--- src/rtl/quad_alu_pkg.sv ---
package quad_alu_pkg;

    typedef enum logic [1:0] {
        ALU_ADD = 2'b00,
        ALU_SUB = 2'b01,
        ALU_AND = 2'b10,
        ALU_OR  = 2'b11
    } alu_op_e;

    typedef struct packed {
        logic carry;
        logic ovf;
        logic zero;
    } alu_flags_t;

endpackage

--- src/rtl/fa_cell.sv ---
module fa_cell (
    input  logic a_i,
    input  logic b_i,
    input  logic c_i,
    output logic s_o,
    output logic c_o
);

    logic half_x;

    assign half_x = a_i ^ b_i;
    assign s_o    = half_x ^ c_i;
    assign c_o    = (a_i & b_i) | (half_x & c_i);

endmodule

--- src/rtl/addsub_chain.sv ---
module addsub_chain #(
    parameter int WIDTH = 8
) (
    input  logic [WIDTH-1:0] a_i,
    input  logic [WIDTH-1:0] b_i,
    input  logic             sub_i,
    output logic [WIDTH-1:0] sum_o,
    output logic             cout_o,
    output logic             cmsb_o
);

    localparam int MSB = WIDTH - 1;

    logic [WIDTH-1:0] b_eff;
    logic [WIDTH:0]   carry;

    // carry-in of stage 0 supplies the +1 of the two's complement
    assign carry[0] = sub_i;

    for (genvar i = 0; i < WIDTH; i++) begin : g_stage
        // conditional inverter on the second operand
        assign b_eff[i] = b_i[i] ^ sub_i;

        fa_cell u_fa (
            .a_i (a_i[i]),
            .b_i (b_eff[i]),
            .c_i (carry[i]),
            .s_o (sum_o[i]),
            .c_o (carry[i+1])
        );
    end

    assign cout_o = carry[WIDTH];
    assign cmsb_o = carry[MSB];

endmodule

--- src/rtl/result_mux.sv ---
module result_mux
    import quad_alu_pkg::*;
#(
    parameter int WIDTH = 8
) (
    input  alu_op_e          op_i,
    input  logic [WIDTH-1:0] a_i,
    input  logic [WIDTH-1:0] b_i,
    input  logic [WIDTH-1:0] sum_i,
    input  logic             cout_i,
    input  logic             cmsb_i,
    output logic [WIDTH-1:0] res_o,
    output alu_flags_t       flags_o
);

    always_comb begin
        res_o         = sum_i;
        flags_o.carry = 1'b0;
        flags_o.ovf   = 1'b0;
        unique case (op_i)
            ALU_ADD, ALU_SUB: begin
                res_o         = sum_i;
                flags_o.carry = cout_i;
                flags_o.ovf   = cout_i ^ cmsb_i;
            end
            ALU_AND: res_o = a_i & b_i;
            ALU_OR:  res_o = a_i | b_i;
            default: res_o = sum_i;
        endcase
        flags_o.zero = ~|res_o;
    end

endmodule

--- src/rtl/quad_alu.sv ---
module quad_alu
    import quad_alu_pkg::*;
#(
    parameter int WIDTH = 8
) (
    input  logic             clk_i,
    input  logic             rst_ni,
    input  logic [WIDTH-1:0] opa_i,
    input  logic [WIDTH-1:0] opb_i,
    input  logic [1:0]       op_i,
    output logic [WIDTH-1:0] result_o,
    output logic             carry_o,
    output logic             overflow_o,
    output logic             zero_o
);

    localparam int MSB = WIDTH - 1;

    typedef struct packed {
        logic [WIDTH-1:0] res;
        alu_flags_t       flags;
    } out_t;

    alu_op_e          op_sel;
    logic             sub_en;
    logic [WIDTH-1:0] sum_w;
    logic             cout_w;
    logic             cmsb_w;
    logic [WIDTH-1:0] res_w;
    alu_flags_t       flags_w;
    out_t             out_d;
    out_t             out_q;

    assign op_sel = alu_op_e'(op_i);
    assign sub_en = (op_sel == ALU_SUB);

    addsub_chain #(.WIDTH(WIDTH)) u_chain (
        .a_i    (opa_i),
        .b_i    (opb_i),
        .sub_i  (sub_en),
        .sum_o  (sum_w),
        .cout_o (cout_w),
        .cmsb_o (cmsb_w)
    );

    result_mux #(.WIDTH(WIDTH)) u_mux (
        .op_i    (op_sel),
        .a_i     (opa_i),
        .b_i     (opb_i),
        .sum_i   (sum_w),
        .cout_i  (cout_w),
        .cmsb_i  (cmsb_w),
        .res_o   (res_w),
        .flags_o (flags_w)
    );

    always_comb begin
        out_d       = out_q;
        out_d.res   = res_w;
        out_d.flags = flags_w;
    end

    always_ff @(posedge clk_i or negedge rst_ni) begin
        if (!rst_ni) begin
            out_q.res         <= '0;
            out_q.flags.carry <= 1'b0;
            out_q.flags.ovf   <= 1'b0;
            out_q.flags.zero  <= 1'b1;
        end else begin
            out_q <= out_d;
        end
    end

    assign result_o   = out_q.res;
    assign carry_o    = out_q.flags.carry;
    assign overflow_o = out_q.flags.ovf;
    assign zero_o     = out_q.flags.zero;

    // the ripple chain's sum agrees with a behavioural sum one cycle later
    a_r1_add_sum: assert property (@(posedge clk_i) disable iff (!rst_ni)
        (op_i == 2'b00) |=> (result_o == WIDTH'($past(opa_i) + $past(opb_i))));

    // subtraction through the inverted operand matches a behavioural difference
    a_r2_sub_diff: assert property (@(posedge clk_i) disable iff (!rst_ni)
        (op_i == 2'b01) |=> (result_o == WIDTH'($past(opa_i) - $past(opb_i))));

    // carry-based overflow agrees with the operand/result sign rule for add
    a_r5_add_overflow: assert property (@(posedge clk_i) disable iff (!rst_ni)
        (op_i == 2'b00) |=> (overflow_o ==
            (($past(opa_i[MSB]) == $past(opb_i[MSB])) &&
             (result_o[MSB] != $past(opa_i[MSB])))));

    // same cross-check for subtract
    a_r5_sub_overflow: assert property (@(posedge clk_i) disable iff (!rst_ni)
        (op_i == 2'b01) |=> (overflow_o ==
            (($past(opa_i[MSB]) != $past(opb_i[MSB])) &&
             (result_o[MSB] != $past(opa_i[MSB])))));

    // logic operations leave both arithmetic flags clear
    a_r6_logic_flags_clear: assert property (@(posedge clk_i) disable iff (!rst_ni)
        op_i[1] |=> (!carry_o && !overflow_o));

    // zero flag tracks the registered result word
    a_r7_zero_flag: assert property (@(posedge clk_i) disable iff (!rst_ni)
        zero_o == (result_o == '0));

endmodule

--- config.mk ---
export PLATFORM = sky130hd
export DESIGN_NAME = quad_alu
export DESIGN_NICKNAME = d
export VERILOG_FILES = /design/src/rtl/quad_alu_pkg.sv /design/src/rtl/fa_cell.sv /design/src/rtl/addsub_chain.sv /design/src/rtl/result_mux.sv /design/src/rtl/quad_alu.sv
export SDC_FILE = /design/constraint.sdc
export NUM_CORES = 1
export LEC_CHECK = 0
export ABC_AREA = 1
export BUFFER_PORTS_ARGS = -buffer_cell sky130_fd_sc_hd__buf_2
export CAP_MARGIN = 20
export CORE_MARGIN = 1.5
export CORE_UTILIZATION = 30
export CTS_BUF_LIST = sky130_fd_sc_hd__clkbuf_8
export DETAILED_ROUTE_END_ITERATION = 12
export PLACE_DENSITY_LB_ADDON = 0.15
export SYNTH_ARGS = -nofsm -noshare
export SYNTH_HDL_FRONTEND = slang
export SYNTH_SLANG_ARGS = --single-unit
--- constraint.sdc ---
create_clock -name clk_i -period 0.8 [get_ports clk_i]
set_input_delay 0.12 -clock clk_i [delete_from_list [all_inputs] [get_ports clk_i]]
set_output_delay 0.12 -clock clk_i [all_outputs]
set_load 0.005 [all_outputs]
==> results of run 1 <==
-- sequential cells by signal, summed over array words and instances, names as in the netlist --
register / count
overflow_o: 1
result_o: 8
carry_o: 1
zero_o: 1
-- metrics by stage --
| step | TNS, ns | hold slack, ns |
|---|---|---|
| 2_1_floorplan | -17.14 | -0.176 |
| 3_3_place_gp | -19.16 | -0.0114 |
| 6_report | -16.33 | 0.241 |
| 4_1_cts | -16.43 | 0.235 |
| 5_1_grt | -17.40 | 0.265 |
| 3_5_place_dp | -19.50 | -0.000796 |
-- cell families after synthesis --
kind of cell               after synthesis
xor gates and xnor gates                 7
DFF                                     11
adders and majority gates                9
and+or+nand+nor                         52
AOI/OAI and AO/OA                        3
buffers and inverters                   24
-- cell type report --
class | instances | area share
Timing Repair Buffer | 57 | 0.266
Tap cell | 31 | 0.0261
Sequential cell | 11 | 0.186
Inverter | 23 | 0.0664
Clock buffer | 3 | 0.0277
Multi-Input combinational cell | 71 | 0.425
Clock inverter | 1 | 0.00252
-- per-layer routing --
metal | track usage | routed length, um
met3 | 0.0249 | 85
met4 | 0.0698 | 36
met2 | 0.256 | 1100
met5 | 0 | 0
met1 | 0.145 | 775
-- how the worst max path moves through the flow --
stage               startpoint               end  slack [ns]
detailed placement     op_i[1]  zero_o$_DFF_PN1_       -2.73
global route           op_i[1]  zero_o$_DFF_PN1_       -2.55
CTS                    op_i[1]  zero_o$_DFF_PN1_       -2.41
global placement       op_i[1]  zero_o$_DFF_PN1_       -2.72
floorplan              op_i[1]  zero_o$_DFF_PN1_       -2.56
finish                 op_i[1]  zero_o$_DFF_PN1_       -2.39
-- layout by cell type (no fill, tap or decap), types with 2 or more instances in the layout --
master	count
fa_2	6
inv_1	16
buf_6	7
nor2_2	2
dfrtp_1	10
nand2_2	3
nand3_1	2
nand4_1	6
clkbuf_8	3
nor2_1	6
xor2_1	6
or2_4	6
buf_4	21
inv_2	5
inv_4	2
nand3_2	2
nand3_4	5
nand2_1	19
buf_2	27
-- worst max-delay path, stage by stage --
cell	delay (ns)
buf_8	0.11
inv_8	0.05
nand2_8	0.05
xor2_2	0.17
fa_2	0.22
inv_2	0.04
fa_2	0.34
fa_2	0.36
fa_2	0.35
fa_2	0.35
fa_2	0.35
inv_2	0.06
fa_1	0.41
nand2_2	0.08
nand3_2	0.08
nor2_1	0.09
nand2_1	0.05
nor2_1	0.08
-- power by group --
group / total (mW) / internal (mW) / switching (mW)
registers: 0.655 / 0.639 / 0.0153
logic: 0.958 / 0.529 / 0.429
clock network: 0.537 / 0.336 / 0.201
total: 2.15 / 1.50 / 0.645
-- timing repair --
item | in CTS | in global routing
hold buffers | 1 | 0
pin swaps | 3 | 9
hold endpoints to repair | 11 | 0
gates resized for setup | 17 | 8
setup endpoints to repair | 22 | 22
buffers inserted | 0 | 1
==> reports/metrics.cfg, run 1 <==
[status]
status = finished, violations left
violations = setup timing

[synthesis]
synth_compound_area_frac = 0.0170
synth_area_leaders = dfrtp_1 (28%), fa_1 (16%), inv_1 (8.5%)
synthSimpleGateAreaFrac = 0.298
synth_edf_count = 0
syn_area_um2 = 885
synth_top_family_by_area = simple AND/OR/NAND/NOR gates
syn_area_per_cell_um2 = 8.35
synth_cells = 106
yosys.area_share.adder = 0.187
yosysWarnings = 0
ys_top_cells_by_count = inv_1 (20), nand2_1 (20), dfrtp_1 (10)
ys_seq_area_frac = 0.313
synthXorXnorAreaFrac = 0.0693
muxShareOfSynthArea = 0
syn_nets = 135
synth_top_area_cell = dfrtp_1
async_flop_share = 1.00
yosysUniqueCellTypes = 20
synth_top_cell_area_share = 0.283
ys.flop_type = dfrtp_1
ys_seq_elements = 11

[routing]
drc_errors = 0
vias = 864
wl_per_cell_um = 10.1
drtIter0Drc = 5
drt_wl_total_um = 2000
drt-pass1-iter-count = 3
postRouteAntennaNets = 0
via_per_inst = 4.39

[global_routing]
grt_antenna_before_repair = 0
grt_pass1_wl_um = 3440
grt_max_degree = 17
grt_pass1_vias = 867
overflow = 0
grt_usage = 0.137

[floorplanning]
die_area_um2 = 3280
dieWidth_um = 57.3
core_area_um2 = 2780
die_h_um = 57.3
num_rows = 19
start_util = 0.318
io_pins = 31

[place]
dpl-instance-area_um2 = 1330
dp_slack_ns = -2.73
routabilityCongestion = 0.783
place_inst = 192
dp.final_hpwl_um = 1640
portBuffers = 30

[cts]
clk_path_buf_depth = 2
cts_inserted_buffers = 3
cts_max_level = 1
clock-sinks = 11
cts_tree = done
cts-root-buf = clkbuf_8
clk_transition_reported_paths_ns = 0.05

[pwr]
ir_worst_vdd_mv = 1.26
finalPower_mw = 2.15
power_density_nw_per_um2 = 1440
leakagePower_nw = 0.785

[critical_path]
start_kind = input pin
required_ns = 0.97
path_max_fanout = 3
crit_arrival_ns = 3.36
end_kind = flop
worstSetupPathType = in -> reg

[sta]
period_share = 3.99
setup_slack_ns = -2.39
finalMaxSlewViolations = 0
setup_violations = 21
slew-limit-headroom = 0.846
fin_crit_ns = 3.19
rsz0062_at_grt = true
tightest_slew_ns = 0.231
max_freq_mhz = 314
hold_viol = 0

[final_layout]
multi_input_area_um2 = 633
design_area_um2 = 1490
n_antenna_cell = 0
drive_above_1_share = 0.578
finalNonFillerCells = 197
nNetsFinal = 196
nFillCells = 253
regArea_um2 = 277
area_growth_pct = 68.3
final_util = 0.535

[min_path]
hold_class = in -> reg
hp-start = opb_i[7]
worstHoldPathCells = 5
worstHoldEndpoint = result_o[7]$_DFF_PN0_

[flow_run]
maxCapViolCount = 0

Power figures use the tool's default switching activity.
==> run 2, diff against run 1 <==
Settings changed: CORE_ASPECT_RATIO from default to 0.7.
==> run 2 against run 1 <==
The run still ends with setup timing left. Setup slack got worse by 0.017 ns. Sequential share of layout area fell by 0.34 points. Global-route usage increased by 0.49 points. Sequential cell count unchanged. Cell count is 2.5% higher. Combinational power is 3.8% higher. Total power grew 0.55%. Core utilization grew 0.58 points. Clock-buffer cell count is the same. Critical endpoint unchanged. Highest routed layer unchanged.
==> reports/metrics.cfg, run 2 (synthesis results as in run 1) <==
[sta]
hold_viol = 0  ; unchanged
tightest_slew_ns = 0.234  ; +0.00294 ns
setup_slack_ns = -2.41  ; -0.0173 ns
rsz0062_at_grt = true
max_freq_mhz = 312  ; -0.54%
finalMaxSlewViolations = 0  ; unchanged
fin_crit_ns = 3.21  ; +0.0173 ns
setup_violations = 21  ; unchanged
slew-limit-headroom = 0.844  ; -0.00196
period_share = 4.01  ; +0.0216

[final_layout]
layout_commonest_cell = buf_2
n_antenna_cell = 0  ; unchanged
area_growth_pct = 71.4
layout_common_cells = buf_2 (27), buf_4 (20), nand2_1 (19)
nNetsFinal = 196  ; unchanged
final_util = 0.541  ; +0.00576
drive_above_1_share = 0.584  ; +0.00602
largest_register_ffs = 8  ; unchanged
finalNonFillerCells = 202  ; +2.5%
design_area_um2 = 1520  ; +1.8%

[cts]
cts_tree = done
cts-root-buf = clkbuf_8
cts_inserted_buffers = 3  ; unchanged
clk_transition_reported_paths_ns = 0.05  ; about the same
clk_path_buf_depth = 2  ; unchanged
clock-sinks = 11  ; unchanged
cts_max_level = 1  ; unchanged

[place]
portBuffers = 30  ; unchanged
dp.final_hpwl_um = 1650  ; +0.56%
place_inst = 194  ; +1.0%
routabilityCongestion = 0.838  ; +7.0%
dp_slack_ns = -2.70  ; +0.0332 ns
dpl-instance-area_um2 = 1320  ; -1.2%

[critical_path]
start_kind = input pin
end_kind = flop
required_ns = 0.96  ; about the same
crit_arrival_ns = 3.37  ; about the same
worstSetupPathType = in -> reg
path_max_fanout = 3  ; unchanged

[pwr]
finalPower_mw = 2.16  ; +0.55%
intPower_mw = 1.53  ; +1.4%
p_seq_frac = 0.304  ; about the same
switching_share = 0.294  ; -0.00618
leakagePower_nw = 0.792  ; +0.77%
power_density_nw_per_um2 = 1430  ; -1.3%
power.switching_mw = 0.636  ; -1.5%
combPwrFrac = 0.460  ; +0.014
p_clk_frac = 0.236  ; -0.014
ir_worst_vdd_mv = 0.414  ; -67%

[global_routing]
grt_pass1_vias = 853  ; -1.6%
grt_pass1_wl_um = 3590  ; +4.6%
grt_max_degree = 17  ; unchanged
grt_usage = 0.142  ; +0.00485
overflow = 0  ; unchanged
grt_antenna_before_repair = 0  ; unchanged

[min_path]
hold_class = in -> reg
worstHoldPathCells = 3  ; -2
hp-start = op_i[1]
worstHoldEndpoint = carry_o$_DFF_PN0_

[routing]
drc_errors = 0  ; unchanged
via_per_inst = 4.24  ; -3.4%
drtIter0Drc = 25  ; +20
vias = 856  ; -0.93%
drt_wl_total_um = 2030  ; +1.9%
postRouteAntennaNets = 0  ; unchanged
drt-pass1-iter-count = 3  ; unchanged
wl_per_cell_um = 10.1  ; -0.67%

[status]
status = finished, violations left
violations = setup timing

[floorplanning]
core_area_um2 = 2800  ; +0.76%
die_area_um2 = 3290  ; +0.16%
dieWidth_um = 67.9  ; +18%
io_pins = 31  ; unchanged
num_rows = 16  ; -3
start_util = 0.316  ; -0.00241
die_h_um = 48.4  ; -15%

[flow_run]
maxCapViolCount = 0  ; unchanged

## run 2: cell types whose count changed in the layout (fill, tap and decap cells not counted)
| cell | before | now |
|---|---|---|
| o21ai_1 | 1 | 0 |
| nand3_2 | 2 | 1 |
| xor2_2 | 1 | 0 |
| nand3_4 | 5 | 6 |
| xor2_4 | 0 | 1 |
| inv_4 | 2 | 0 |
| inv_2 | 5 | 7 |
| o21ai_2 | 1 | 2 |
| buf_4 | 21 | 20 |
| buf_6 | 7 | 8 |
## run 2: worst max-delay path by stage
stage                     startpoint               end  depth (start not counted)
after floorplan              op_i[1]  zero_o$_DFF_PN1_                         18
after global placement       op_i[1]  zero_o$_DFF_PN1_                         18
after detailed placement     op_i[1]  zero_o$_DFF_PN1_                         18
after CTS                    op_i[1]  zero_o$_DFF_PN1_                         18
after global routing         op_i[1]  zero_o$_DFF_PN1_                         18
final                        op_i[1]  zero_o$_DFF_PN1_                         18
## run 2: critical path, stage by stage
cell and delay (ns):
buf_8 0.10, inv_8 0.05, nand2_8 0.06, xor2_4 0.17, fa_2 0.22, inv_2 0.04
fa_2 0.35, fa_2 0.35, fa_2 0.35, fa_2 0.35, fa_2 0.36, inv_2 0.06
fa_1 0.41, nand2_2 0.08, nand3_2 0.07, nor2_1 0.09, nand2_1 0.05, nor2_1 0.10
## run 2: routing by layer
layer,global-route usage,wire (um),part of all wire
met1,0.186,895,0.44
met3,0.00698,83,0.041
met5,0,0,0
met2,0.245,1040,0.51
met4,0.0500,9,0.0044
## run 2: power by group through the flow
stage                     logic [mW]  registers (mW)  clock network, mW
after CTS                      0.913           0.657              0.529
after detailed placement       0.850           0.665                  0
after global routing            1.12           0.666              0.579
final                          0.994           0.657              0.510
after global placement         0.835           0.664                  0
after floorplan                0.441           0.682                  0
## run 2: repair_timing
item | CTS | global route
hold buffers | 1 | 0
buffers inserted | 1 | 2
hold endpoints to repair | 11 | 0
resized for setup | 13 | 13
pin swaps | 7 | 5
setup endpoints to repair | 22 | 22
## run 2: area by class of cell
type | count | area [um2]
timing repair buffer | 57 | 400
sequential | 11 | 277
clock buffer | 3 | 41.3
fill | 277 | 1290
tap | 36 | 45.0
clock inverter | 1 | 3.75
inverter | 23 | 93.8
multi-input combinational | 71 | 656
## run 2: per-stage QoR
step	TNS, ns	hold WS, ns
after global placement	-19.06	-0.0111
after global routing	-17.68	0.302
after floorplan	-17.14	-0.176
final	-16.52	0.278
after CTS	-16.43	0.279
after detailed placement	-19.16	-0.00478
==> run 3, diff against run 2 <==
Settings changed: ABC_AREA 1 to 0.
==> run 3 against run 2 <==
The flow still finishes with violations (setup timing). Non-clock buffer count down 2. Via count down 16%. Sequential power about the same. Critical path depth down 1. Cell count down 16%. Clock power up 2%. Critical endpoint unchanged. Largest cell class unchanged. Largest power group unchanged.
==> reports/metrics.cfg, run 3 <==
[status]
status = finished, violations left
violations = setup timing

[global_routing]
grt_pass1_wl_um = 3120  ; -13%
grt_max_degree = 19  ; +2
grt_pass1_vias = 734  ; -14%
grt_usage = 0.141  ; -0.000297
overflow = 0  ; unchanged
grt_antenna_before_repair = 0  ; unchanged

[place]
routabilityCongestion = 0.740  ; -12%
dpl-instance-area_um2 = 1150  ; -12%
portBuffers = 30  ; unchanged
dp.final_hpwl_um = 1430  ; -13%
dp_slack_ns = -3.41  ; -0.710 ns

[min_path]
hold_class = in -> reg

[synthesis]
synthSimpleGateAreaFrac = 0.140  ; -0.159
yosys.area_share.adder = 0.205  ; +0.0179
synth_area_leaders = dfrtp_1 (31%), fa_1 (17%), inv_1 (5.6%)
async_flop_share = 1.00  ; unchanged
syn_area_um2 = 807  ; -8.8%
synthMostInstantiatedCell = inv_1
synth_top_cell_area_share = 0.310  ; +0.0272
ys.flop_type = dfrtp_1
ys_seq_area_frac = 0.343  ; +0.0300
ys_seq_elements = 11  ; unchanged
synth_edf_count = 0  ; unchanged
yosysWarnings = 0  ; unchanged
synth_cells = 81  ; -24%
syn_area_per_cell_um2 = 9.96  ; +19%
synth_top_area_cell = dfrtp_1
muxShareOfSynthArea = 0.0124  ; +0.0124
yosysUniqueCellTypes = 22  ; +10%
synth_compound_area_frac = 0.127  ; +0.110
ys_top_cells_by_count = inv_1 (12), dfrtp_1 (10), fa_1 (7), nor2b_1 (7)
syn_nets = 110  ; -19%
synth_top_family_by_area = adder cells
synthXorXnorAreaFrac = 0.0868  ; +0.0175

[cts]
clock-sinks = 11  ; unchanged
cts-root-buf = clkbuf_8
cts_inserted_buffers = 3  ; unchanged
clk_transition_reported_paths_ns = 0.04  ; about the same
cts_max_level = 1  ; unchanged
cts_tree = done
clk_path_buf_depth = 2  ; unchanged

[pwr]
p_seq_frac = 0.329  ; +0.025
p_clk_frac = 0.262  ; +0.026
finalPower_mw = 1.99  ; -7.7%
power_density_nw_per_um2 = 1520  ; +6.5%
intPower_mw = 1.43  ; -6.5%
switching_share = 0.285  ; -0.00928
combPwrFrac = 0.410  ; -0.050
ir_worst_vdd_mv = 0.388  ; -6.1%
leakagePower_nw = 0.642  ; -19%
power.switching_mw = 0.568  ; -11%

[final_layout]
layout_common_cells = buf_2 (28), buf_4 (23), inv_1 (11)
drive_above_1_share = 0.574  ; -0.0108
design_area_um2 = 1310  ; -13%
area_growth_pct = 62.8
n_antenna_cell = 0  ; unchanged
nFillCells = 241  ; -13%
nNetsFinal = 166  ; -15%
largest_register_ffs = 8  ; unchanged
multi_input_area_um2 = 548  ; -16%
regArea_um2 = 277  ; unchanged
layout_commonest_cell = buf_2

[routing]
drc_errors = 0  ; unchanged
wl_met2_um = 797  ; -24%
drt-pass1-iter-count = 4  ; +1
vias = 720  ; -16%
drt_wl_total_um = 1730  ; -15%
wl_met1_um = 811  ; -9.4%
dr.max_layer_used = met4
met3_length_um = 92  ; +11%
postRouteAntennaNets = 0  ; unchanged
wl_per_cell_um = 10.2  ; +1.1%
drtIter0Drc = 14  ; -44%
via_per_inst = 4.24  ; about the same

[sta]
fin_crit_ns = 3.86  ; +0.654 ns
period_share = 4.83  ; +0.817
rsz0062_at_grt = true
slew-limit-headroom = 0.784  ; -0.0600
setup_violations = 22  ; +4.8%
hold_viol = 0  ; unchanged
finalMaxSlewViolations = 0  ; unchanged
tightest_slew_ns = 0.321  ; +0.0866 ns
max_freq_mhz = 259  ; -17%
setup_slack_ns = -3.06  ; -0.654 ns

[floorplanning]
die_h_um = 46.4  ; -4.2%
die_area_um2 = 3020  ; -8.3%
start_util = 0.321  ; +0.00527
num_rows = 15  ; -1
core_area_um2 = 2510  ; -10%
dieWidth_um = 65.0  ; -4.3%
io_pins = 31  ; unchanged

[critical_path]
crit_arrival_ns = 4.01  ; +0.64 ns
worstSetupPathType = in -> reg
required_ns = 0.95  ; about the same
start_kind = input pin
end_kind = flop
path_max_fanout = 4  ; +1

[flow_run]
maxCapViolCount = 0  ; unchanged

==> run 3: cell count changes after synthesis, moves of 5 or more <==
cell | previous run | this run
nand2_1 | 20 | 6
nor2b_1 | 0 | 7
inv_1 | 20 | 12
nand3_1 | 7 | 0
or2_2 | 6 | 0
a31oi_1 | 0 | 5
nand4_1 | 6 | 0
xnor2_1 | 0 | 5
==> run 3: through the flow <==
step | hold slack [ns] | cells | utilization | TNS (ns)
after floorplan | -0.176 | 81 | - | -20.56
after global placement | -0.0112 | 162 | 0.459 | -21.03
after detailed placement | -0.00872 | 162 | 0.459 | -21.36
after CTS | 0.230 | 169 | 0.516 | -18.40
after global routing | 0.254 | 170 | 0.522 | -19.69
final | 0.239 | 170 | 0.522 | -17.99
==> run 3: logic make-up (layout without fill, tap and decap cells) <==
| group | count (synthesis) | count (layout) |
|---|---|---|
| AO/OA/AOI/OAI | 18 | 18 |
| AND/OR/NAND/NOR | 18 | 18 |
| buffers and inverters | 16 | 71 |
| flip-flops | 11 | 11 |
| adder cells (fa/ha/maj) | 9 | 9 |
| XOR/XNOR | 8 | 8 |
| multiplexers | 1 | 1 |
==> run 3: what timing repair did <==
| action | 4_1_cts | 5_1_grt |
|---|---|---|
| endpoints found under the setup margin | 22 | 22 |
| hold buffers | 1 | 0 |
| setup buffers | 2 | 2 |
| pin swaps | 1 | 1 |
| endpoints found under the hold margin | 11 | 0 |
| resized for setup | 15 | 1 |
| gates cloned | 0 | 0 |
==> run 3: final cells by class <==
type                    instances  share of cell area
clock buffers                   3              0.0314
clock inverters                 1             0.00286
inverters                      12              0.0343
multi-input cells              54               0.417
flip-flops and latches         11               0.210
well taps                      34              0.0324
repair buffers                 55               0.271
==> run 3: critical path, cell delays in order <==
cell and delay, ns:
buf_6 0.09, nor2b_4 0.12, buf_6 0.12, xor2_2 0.15
fa_2 0.22, inv_2 0.04, fa_2 0.33, fa_2 0.34
fa_2 0.35, fa_2 0.36, fa_2 0.37, inv_2 0.07
fa_1 0.39, inv_1 0.08, o22ai_2 0.09, or4_4 0.50
nor4b_4 0.26
==> run 3: layer usage <==
metal,vias up,GRT usage
met4,0,0.0511
met3,3,0.0220
met2,21,0.247
met5,-,0
met1,330,0.182
li1,366,-
==> run 3: final timing paths <==
path                       startpoint               endpoint  slack [ns]  depth (start not counted)
max                           op_i[0]       zero_o$_DFF_PN1_       -3.06                         17
min                          opa_i[3]  result_o[3]$_DFF_PN0_        0.24                          3
max in group asynchronous      rst_ni       zero_o$_DFF_PN1_        0.28                          2
min in group asynchronous      rst_ni  result_o[6]$_DFF_PN0_        0.27                          2
==> run 3: power by group through the flow <==
stage	Sequential, mW	Clock [mW]	Combinational, mW
after floorplan	0.681	0	0.364
after global placement	0.663	0	0.694
after detailed placement	0.666	0	0.717
after CTS	0.658	0.542	0.815
after global routing	0.665	0.566	0.932
final	0.656	0.522	0.817
